### src/rtl/pwm_sync_pkg.sv
package pwm_sync_pkg;

    localparam logic [7:0] A_SUBTYPE = 8'h05;
    localparam logic [7:0] A_SIZE    = 8'h41;
    localparam logic [7:0] A_PDIV    = 8'h42;
    localparam logic [7:0] A_TCFG    = 8'h43;
    localparam logic [7:0] A_DUTY_LO = 8'h44;
    localparam logic [7:0] A_DUTY_HI = 8'h45;
    localparam logic [7:0] A_ECTL    = 8'h46;
    localparam logic [7:0] A_SYNC    = 8'h47;

    localparam logic [7:0] SUBTYPE_ID = 8'h0B;
    localparam int EXP_W  = 3;
    localparam int DUTY_W = 16;

    typedef struct packed {
        logic [1:0]       sel;
        logic [1:0]       pdiv;
        logic [EXP_W-1:0] expo;
    } clk_cfg_t;

    typedef struct packed {
        clk_cfg_t          clk;
        logic [DUTY_W-1:0] duty;
    } pwm_cfg_t;

    typedef struct packed {
        logic drive;
        logic oe;
        logic src_pwm;
        logic src_ramp;
    } out_ctl_t;

    function automatic logic [2:0] pdiv_ratio(input logic [1:0] code);
        case (code)
            2'd0:    return 3'd1;
            2'd1:    return 3'd3;
            2'd2:    return 3'd5;
            default: return 3'd6;
        endcase
    endfunction

endpackage

### src/rtl/pwm_regs.sv
module pwm_regs
    import pwm_sync_pkg::*;
(
    input  logic       clk,
    input  logic       rst,
    input  logic       wr_en,
    input  logic [7:0] addr,
    input  logic [7:0] wdata,
    output logic [7:0] rdata,
    input  logic       boundary,
    output pwm_cfg_t   act,
    output logic       restart,
    output logic       pend,
    output out_ctl_t   ctl
);

    logic [7:0] r_size, r_pdiv, r_tcfg, r_dlo, r_dhi, r_ectl;
    pwm_cfg_t   shadow;
    logic       sync_wr, glitch, idle, commit;

    always_ff @(posedge clk) begin
        if (rst) begin
            r_size <= '0;
            r_pdiv <= '0;
            r_tcfg <= '0;
            r_dlo  <= '0;
            r_dhi  <= '0;
            r_ectl <= '0;
        end else if (wr_en) begin
            case (addr)
                A_SIZE:    r_size <= wdata;
                A_PDIV:    r_pdiv <= wdata;
                A_TCFG:    r_tcfg <= wdata;
                A_DUTY_LO: r_dlo  <= wdata;
                A_DUTY_HI: r_dhi  <= wdata;
                A_ECTL:    r_ectl <= wdata;
                default:   ;
            endcase
        end
    end

    always_comb begin
        shadow.clk.sel  = r_size[1:0];
        shadow.clk.pdiv = r_pdiv[6:5];
        shadow.clk.expo = r_pdiv[EXP_W-1:0];
        shadow.duty     = {r_dhi, r_dlo};
    end

    assign sync_wr = wr_en && (addr == A_SYNC) && wdata[0];
    assign glitch  = r_tcfg[5];
    assign idle    = (act.clk.sel == 2'd0);
    // A deferred commit needs a boundary, which never comes on an idle clock.
    assign commit  = (sync_wr && (!glitch || idle)) || (pend && (boundary || idle));
    assign restart = commit && (shadow.clk != act.clk);

    always_ff @(posedge clk) begin
        if (rst) begin
            act  <= '0;
            pend <= 1'b0;
        end else begin
            if (commit) act <= shadow;
            if (commit)       pend <= 1'b0;
            else if (sync_wr) pend <= 1'b1;
        end
    end

    always_comb begin
        ctl.drive    = r_ectl[7];
        ctl.oe       = r_ectl[5];
        ctl.src_pwm  = r_ectl[2];
        ctl.src_ramp = r_ectl[1];
    end

    always_comb begin
        case (addr)
            A_SUBTYPE: rdata = SUBTYPE_ID;
            A_SIZE:    rdata = r_size;
            A_PDIV:    rdata = r_pdiv;
            A_TCFG:    rdata = r_tcfg;
            A_DUTY_LO: rdata = r_dlo;
            A_DUTY_HI: rdata = r_dhi;
            A_ECTL:    rdata = r_ectl;
            default:   rdata = 8'h00;
        endcase
    end

endmodule

### src/rtl/pwm_prescaler.sv
module pwm_prescaler
    import pwm_sync_pkg::*;
#(
    parameter int NREF = 3
) (
    input  logic            clk,
    input  logic            rst,
    input  logic            restart,
    input  logic [NREF-1:0] ref_tick,
    input  clk_cfg_t        cfg,
    output logic            div_tick
);

    localparam int ECNT_W = (1 << EXP_W) - 1;

    logic [NREF:0]       tick_ext;
    logic                src;
    logic [2:0]          pre_cnt;
    logic [2:0]          pre_lim;
    logic [ECNT_W-1:0]   exp_cnt;
    logic [ECNT_W-1:0]   exp_lim;

    // Slot 0 stands for "no clock" and never ticks.
    assign tick_ext = {ref_tick, 1'b0};
    assign src      = tick_ext[cfg.sel];
    assign pre_lim  = pdiv_ratio(cfg.pdiv) - 3'd1;
    assign exp_lim  = (ECNT_W'(1) << cfg.expo) - ECNT_W'(1);

    always_ff @(posedge clk) begin
        if (rst || restart) begin
            pre_cnt  <= '0;
            exp_cnt  <= '0;
            div_tick <= 1'b0;
        end else begin
            div_tick <= 1'b0;
            if (src) begin
                if (pre_cnt == pre_lim) begin
                    pre_cnt <= '0;
                    if (exp_cnt == exp_lim) begin
                        exp_cnt  <= '0;
                        div_tick <= 1'b1;
                    end else begin
                        exp_cnt <= exp_cnt + 1'b1;
                    end
                end else begin
                    pre_cnt <= pre_cnt + 1'b1;
                end
            end
        end
    end

endmodule

### src/rtl/pwm_period.sv
module pwm_period
    import pwm_sync_pkg::*;
#(
    parameter int CNT_W = 9
) (
    input  logic              clk,
    input  logic              rst,
    input  logic              restart,
    input  logic              div_tick,
    input  logic [DUTY_W-1:0] duty,
    input  logic              gate,
    output logic [CNT_W-1:0]  cnt,
    output logic              boundary,
    output logic              pwm_out
);

    localparam logic [CNT_W-1:0] CNT_MAX = {CNT_W{1'b1}};

    always_ff @(posedge clk) begin
        if (rst || restart) cnt <= '0;
        else if (div_tick)  cnt <= cnt + 1'b1;
    end

    assign boundary = div_tick && (cnt == CNT_MAX);
    // Duty is wider than the count, so values of 2^CNT_W or more stay high.
    assign pwm_out  = gate && (DUTY_W'(cnt) < duty);

endmodule

### src/rtl/pwm_sync_channel.sv
module pwm_sync_channel
    import pwm_sync_pkg::*;
#(
    parameter int CNT_W = 9,
    parameter int NREF  = 3
) (
    input  logic            clk,
    input  logic            rst,
    input  logic            wr_en,
    input  logic [7:0]      addr,
    input  logic [7:0]      wdata,
    output logic [7:0]      rdata,
    input  logic [NREF-1:0] ref_tick,
    output logic            pwm_out,
    output logic            pwm_oe
);

    pwm_cfg_t          act_cfg;
    out_ctl_t          ctl;
    logic              restart, pend, boundary, div_tick;
    logic [CNT_W-1:0]  cnt;
    logic [1:0]        act_sel;
    logic [DUTY_W-1:0] act_duty;

    assign act_sel  = act_cfg.clk.sel;
    assign act_duty = act_cfg.duty;
    assign pwm_oe   = ctl.oe;

    pwm_regs u_regs (
        .clk      (clk),
        .rst      (rst),
        .wr_en    (wr_en),
        .addr     (addr),
        .wdata    (wdata),
        .rdata    (rdata),
        .boundary (boundary),
        .act      (act_cfg),
        .restart  (restart),
        .pend     (pend),
        .ctl      (ctl)
    );

    pwm_prescaler #(.NREF(NREF)) u_pre (
        .clk      (clk),
        .rst      (rst),
        .restart  (restart),
        .ref_tick (ref_tick),
        .cfg      (act_cfg.clk),
        .div_tick (div_tick)
    );

    pwm_period #(.CNT_W(CNT_W)) u_per (
        .clk      (clk),
        .rst      (rst),
        .restart  (restart),
        .div_tick (div_tick),
        .duty     (act_duty),
        .gate     (ctl.drive && ctl.src_pwm),
        .cnt      (cnt),
        .boundary (boundary),
        .pwm_out  (pwm_out)
    );

endmodule

### config.mk
export PLATFORM = sky130hd
export DESIGN_NAME = pwm_sync_channel
export DESIGN_NICKNAME = d
export VERILOG_FILES = /design/src/rtl/pwm_sync_pkg.sv /design/src/rtl/pwm_regs.sv /design/src/rtl/pwm_prescaler.sv /design/src/rtl/pwm_period.sv /design/src/rtl/pwm_sync_channel.sv
export SDC_FILE = /design/constraint.sdc
export NUM_CORES = 1
export LEC_CHECK = 0
export BUFFER_PORTS_ARGS = -buffer_cell sky130_fd_sc_hd__buf_4
export CAP_MARGIN = 20
export CORE_MARGIN = 1.5
export CORE_UTILIZATION = 40
export DETAILED_ROUTE_END_ITERATION = 8
export HOLD_SLACK_MARGIN = 0.05
export PLACE_DENSITY = 0.62
export SLEW_MARGIN = 5
export SYNTH_ARGS = -nofsm -noshare
export SYNTH_HDL_FRONTEND = slang
export SYNTH_HIERARCHICAL = 1
export SYNTH_SLANG_ARGS = --single-unit
### constraint.sdc
create_clock -name clk -period 3 [get_ports clk]
set_input_delay 0.3 -clock clk [delete_from_list [all_inputs] [get_ports clk]]
set_output_delay 0.3 -clock clk [all_outputs]
set_load 0.03 [all_outputs]
Word level (Yosys, flattened, before mapping)
Index checks and enable logic that the tools add are counted.
{"block": "word_totals", "inputBits": 22, "reg_bits": 92, "word_cells": 70, "out_inout_bits": 10}
{"block": "op_classes", "n_reduce_logical": 24, "n_shift": 1, "muxes": 7, "bitwise": 2, "order_cmp": 2, "n_eq_ne": 14, "add_sub_neg": 5}
{"op": "$eq A8 B7 Y1 const B", "count": 7}
{"op": "$pmux W8 S7", "count": 1}
{"op": "$lt A9 B16 Y1", "count": 1}
{"op": "$reduce_and A2 Y1", "count": 7}
{"op": "$add A9 B1 Y9 const B", "count": 1}
{"op": "$eq A9 B9 Y1 const B", "count": 1}
{"op": "$pmux W3 S3", "count": 1}
{"op": "$eq A8 B3 Y1 const B", "count": 1}
{"op": "$logic_and A1 B1 Y1", "count": 8}
{"op": "$add A7 B1 Y7 const B", "count": 1}
{"op": "$eq A7 B7 Y1", "count": 1}
{"op": "$mux W7", "count": 1}
{"op": "$ne A7 B7 Y1", "count": 1}
{"op": "$shl A1 B3 Y7 const A", "count": 1}
{"op": "$sub A7 B2 Y7 const B", "count": 1}
{"op": "$logic_not A2 Y1", "count": 2}
{"op": "$logic_or A1 B1 Y1", "count": 4}
{"op": "$add A3 B1 Y3 const B", "count": 1}
{"op": "$eq A3 B3 Y1", "count": 1}
{"op": "$lt A2 B3 Y1 const B", "count": 1}
{"op": "$mux W3", "count": 1}
{"op": "$reduce_or A3 Y1", "count": 1}
{"op": "$sub A3 B1 Y3 const B", "count": 1}
{"op": "$bmux W1 S2", "count": 1}
{"op": "other kinds (6)", "count": 8}

Longest topological paths before layout
{"block": "logic_depth", "word_depth": 8, "depth_mapped": 14}

By module
Netlist, hierarchy kept.
{"module": "pwm_regs", "cells_per_inst": 358, "area_per_inst_um2": 3422.0, "instances": 1}
{"module": "pwm_prescaler", "cells_per_inst": 95, "area_per_inst_um2": 768.2, "instances": 1}
{"module": "pwm_period", "cells_per_inst": 75, "area_per_inst_um2": 614.3, "instances": 1}
{"module": "pwm_sync_channel", "cells_per_inst": 1, "area_per_inst_um2": 6.3, "instances": 1}

Least setup slack after synthesis
Ideal clock, no wire load.
{"block": "synth_path", "path_kind": "register to register", "startpoint": "register u_per.cnt[0]", "endpoint": "register u_pre.exp_cnt[4]", "setup_slack_ps": 323, "arrival_ps": 2584, "period_less_slack_ps": 2677, "stages_incl_launch_ff": 15, "required_time_ps": 2907, "cell_sequence": "dfxtp_1 ha_1 nand3_1 nor2_1 ha_1 and2_1 o21a_1 a41oi_4 buf_6 a41oi_1 or2_2 buf_1 nor2_1 nand2_1 o311ai_2"}
{"block": "synth_via", "elab_chain_cells": 7}
{"element": "start: declaration", "line_no": "pwm_period.sv:12", "text": "output logic [CNT_W-1:0] cnt,"}
{"element": "start signal: assignment", "line_no": "pwm_period.sv:21", "text": "else if (div_tick) cnt <= cnt + 1'b1;"}
{"element": "$eq A9 B9 Y1", "line_no": "pwm_period.sv:24", "text": "assign boundary = div_tick && (cnt == CNT_MAX);"}
{"element": "$logic_and A1 B1 Y1", "line_no": "pwm_period.sv:24"}
{"element": "named net boundary", "line_no": "pwm_sync_channel.sv:20", "text": "logic restart, pend, boundary, div_tick;"}
{"element": "$logic_or A1 B1 Y1", "line_no": "pwm_regs.sv:53", "text": "assign commit = (sync_wr && (!glitch || idle)) || (pend && (boundary || idle));"}
{"element": "$logic_and A1 B1 Y1", "line_no": "pwm_regs.sv:53"}
{"element": "$logic_or A1 B1 Y1", "line_no": "pwm_regs.sv:53"}
{"element": "$logic_and A1 B1 Y1", "line_no": "pwm_regs.sv:54", "text": "assign restart = commit && (shadow.clk != act.clk);"}
{"element": "named net restart", "line_no": "pwm_sync_channel.sv:20"}
{"element": "$logic_or A1 B1 Y1", "line_no": "pwm_prescaler.sv:30", "text": "if (rst || restart) begin"}
{"element": "end signal: assignment", "line_no": "pwm_prescaler.sv:43", "text": "exp_cnt <= exp_cnt + 1'b1;"}
{"element": "end: declaration", "line_no": "pwm_prescaler.sv:20", "text": "logic [ECNT_W-1:0] exp_cnt;"}
The timed path passes the listed nets, and every way through them passes these cells.
A chain may end at the register's enable or synchronous reset.

Final worst setup path
{"block": "layout_path", "startpoint": "register u_per.cnt[0]", "endpoint": "register u_pre.exp_cnt[2]"}
Same word-level chain as after synthesis.

==> run_results.csv <==
group,metric,value,unit
grt,grt_use_met3,3.94,%
finish,drive_gt1_share,14.2,%
setup_path,cp_max_fo,8,
synth,ys_warn_count,6,
die,coreArea,0.0116,mm2
sta,holdWs,0.237,ns
drt,vias_per_cell,5.41,
clock_network,cts_max_level,3,
power_and_ir_drop,power_density,457,mW/mm2
clock_network,post-cts-setup-buffer-count,0,
drt,drt_drc_violations_left,0,
grt,grt_max_degree,51,
clock_network,clkSlewWorstSetupHoldPaths,0.07,ns
die,die_y,113,um
drt,wl_per_cell,15.7,um
drt,wirelength,11000,um
power_and_ir_drop,p_int,1.92,mW
grt,antenna_found_initial,0,
sta,finalHoldViolCount,0,
finish,final_cell_area,0.00545,mm2
grt,globalRouteOverflowTotal,0,
sta,rsz0062_at_grt,"no",
synth,avgSynthCellArea,9.10,um2
setup_path,worstPathArrival,2.69,ns
drt,drtIter0Drc,219,
clock_network,root_buffer,"clkbuf_16",
sta,setup_tns,0,ns
power_and_ir_drop,seqPwrFrac,49.2,%
synth,synthCells,528,
sta,finalCritPeriodShare,81.7,%
placed_design,numPortBuffers,31,
grt,grt_busiest_layer,"met2",
power_and_ir_drop,p_sw,0.566,mW
power_and_ir_drop,power.leakage,2.26,nW
clock_network,clock_latency,0.34,ns
placed_design,dpl-instance-area,0.00514,mm2
drt,route.vias.total,3782,
finish,diodes,0,
grt,met2_usage,28.9,%
synth,synth_area,0.00480,mm2
placed_design,gp_congestion,0.817,
flow_run,cap_viol_max_count,0,
setup_path,critical_path_class,"flop to flop",
sta,worst_pin_slew,0.693,ns
clock_network,postCtsHoldBufs,0,
power_and_ir_drop,pwr-share-clk,46.4,%
power_and_ir_drop,p_total,2.49,mW
sta,setup_violations,0,
setup_path,worstPathRequired,3.24,ns
min_path,hp-class,"primary input to flop",
sta,slew_viol_final,0,
sta,fmax,0.408,GHz
sta,clock_skew,0.00806,ns
sta,maxSlewHeadroom,53.6,%
clock_network,cts_tree,"yes",
run_status,status,"finished clean",
synth,synth_nets,562,
grt,grt.total_usage,17.9,%
clock_network,cts.repair.resized,0,
finish,nNetsFinal,585,
die,fp.dieArea,0.0127,mm2
clock_network,clock_path_buffers,2,
power_and_ir_drop,swShare,22.8,%
placed_design,hpwl,7790,um
grt,grt_pass1_wl,18000,um
power_and_ir_drop,vdd.ir_drop.worst,0.232,mV
finish,syn_to_final_growth,13.4,%
clock_network,cts_made_buffers,9,
grt,gr-usage-met1,23.7,%
power_and_ir_drop,power_frac_comb,4.4,%
die,dieWidth,113,um
die,pin_count,32,
drt,first_pass_iters,6,
die,rows,39,
drt,antenna_left,0,
grt,grt_pass1_vias,3588,
finish,utilization,47.1,%
clock_network,clock_sinks,92,
die,start_util,41.5,%
sta,min_period,2.45,ns
setup_path,cp-end-kind,"flop",
setup_path,startpoint_type,"flop",
-- registers in the layout, summed over array words and instances (netlist names) --
name            flops
u_regs/act         23
u_per/cnt           9
u_regs/r_pdiv       8
u_pre/div_tick      1
u_regs/r_dhi        8
u_regs/r_tcfg       8
u_pre/pre_cnt       3
u_regs/r_dlo        8
u_regs/r_size       8
u_regs/r_ectl       8
u_pre/exp_cnt       7
u_regs/pend         1
-- layout by cell type (no fill, tap or decap), drive strengths merged, types with 3 or more instances in the layout --
master,instances
a21oi,24
a22oi,8
and2,4
and3,4
buf,41
clkbuf,10
dfxtp,92
ha,12
inv,15
mux2,9
mux2i,73
nand2,29
nand2b,48
nand3,15
nand3b,5
nand4,12
nor2,73
nor2b,5
nor3,5
nor4,3
o21a,3
o21ai,14
o22ai,3
o311ai,3
or2,3
xnor2,5
xor2,9
-- through the flow --
step	std cells	setup WS [ns]
detailed placement	683	0.554
CTS	699	0.536
global route	699	0.392
floorplan	528	0.323
finish	699	0.548
global placement	683	0.610
-- worst paths after layout --
path         cells past startpoint                to           from  slack, ns
max                             12  u_pre/exp_cnt[2]   u_per/cnt[0]       0.55
min                              3  u_regs/r_pdiv[3]       wdata[3]       0.24
max reg2reg                     12  u_pre/exp_cnt[2]   u_per/cnt[0]       0.55
min reg2reg                      2     u_regs/act[1]  u_regs/act[1]       0.48
-- final cells by class --
class | count | area [um2]
clock inverters | 6 | 71.3
fillers | 1088 | 6120
inverters | 12 | 45.0
flip-flops and latches | 92 | 1840
repair buffers | 41 | 308
clock buffers | 10 | 229
well taps | 143 | 179
multi-input cells | 395 | 2770
-- critical path, cell delays in order, from the launching register on --
cell and delay, ns:
dfxtp_1 0.34, ha_1 0.25, nand3_1 0.09, nor2_1 0.05, ha_1 0.16, and2_1 0.15
o21a_1 0.21, a41oi_4 0.18, a41oi_1 0.09, or2_2 0.40, nor2_1 0.19, nand2_1 0.11
o311ai_2 0.12
-- power groups by stage --
stage | sequential (mW) | combinational [mW] | clock (mW)
floorplan | 1.25 | 0.0616 | 0
global placement | 1.25 | 0.108 | 0
detailed placement | 1.25 | 0.109 | 0
CTS | 1.22 | 0.109 | 1.18
global route | 1.22 | 0.117 | 1.23
finish | 1.22 | 0.110 | 1.15
-- metal layers --
layer	up-vias	wire, um
met1	1813	5390
met4	0	195
met2	55	5070
met5	-	0
met3	16	327
li1	1898	-
Power figures use the tool's default switching activity.
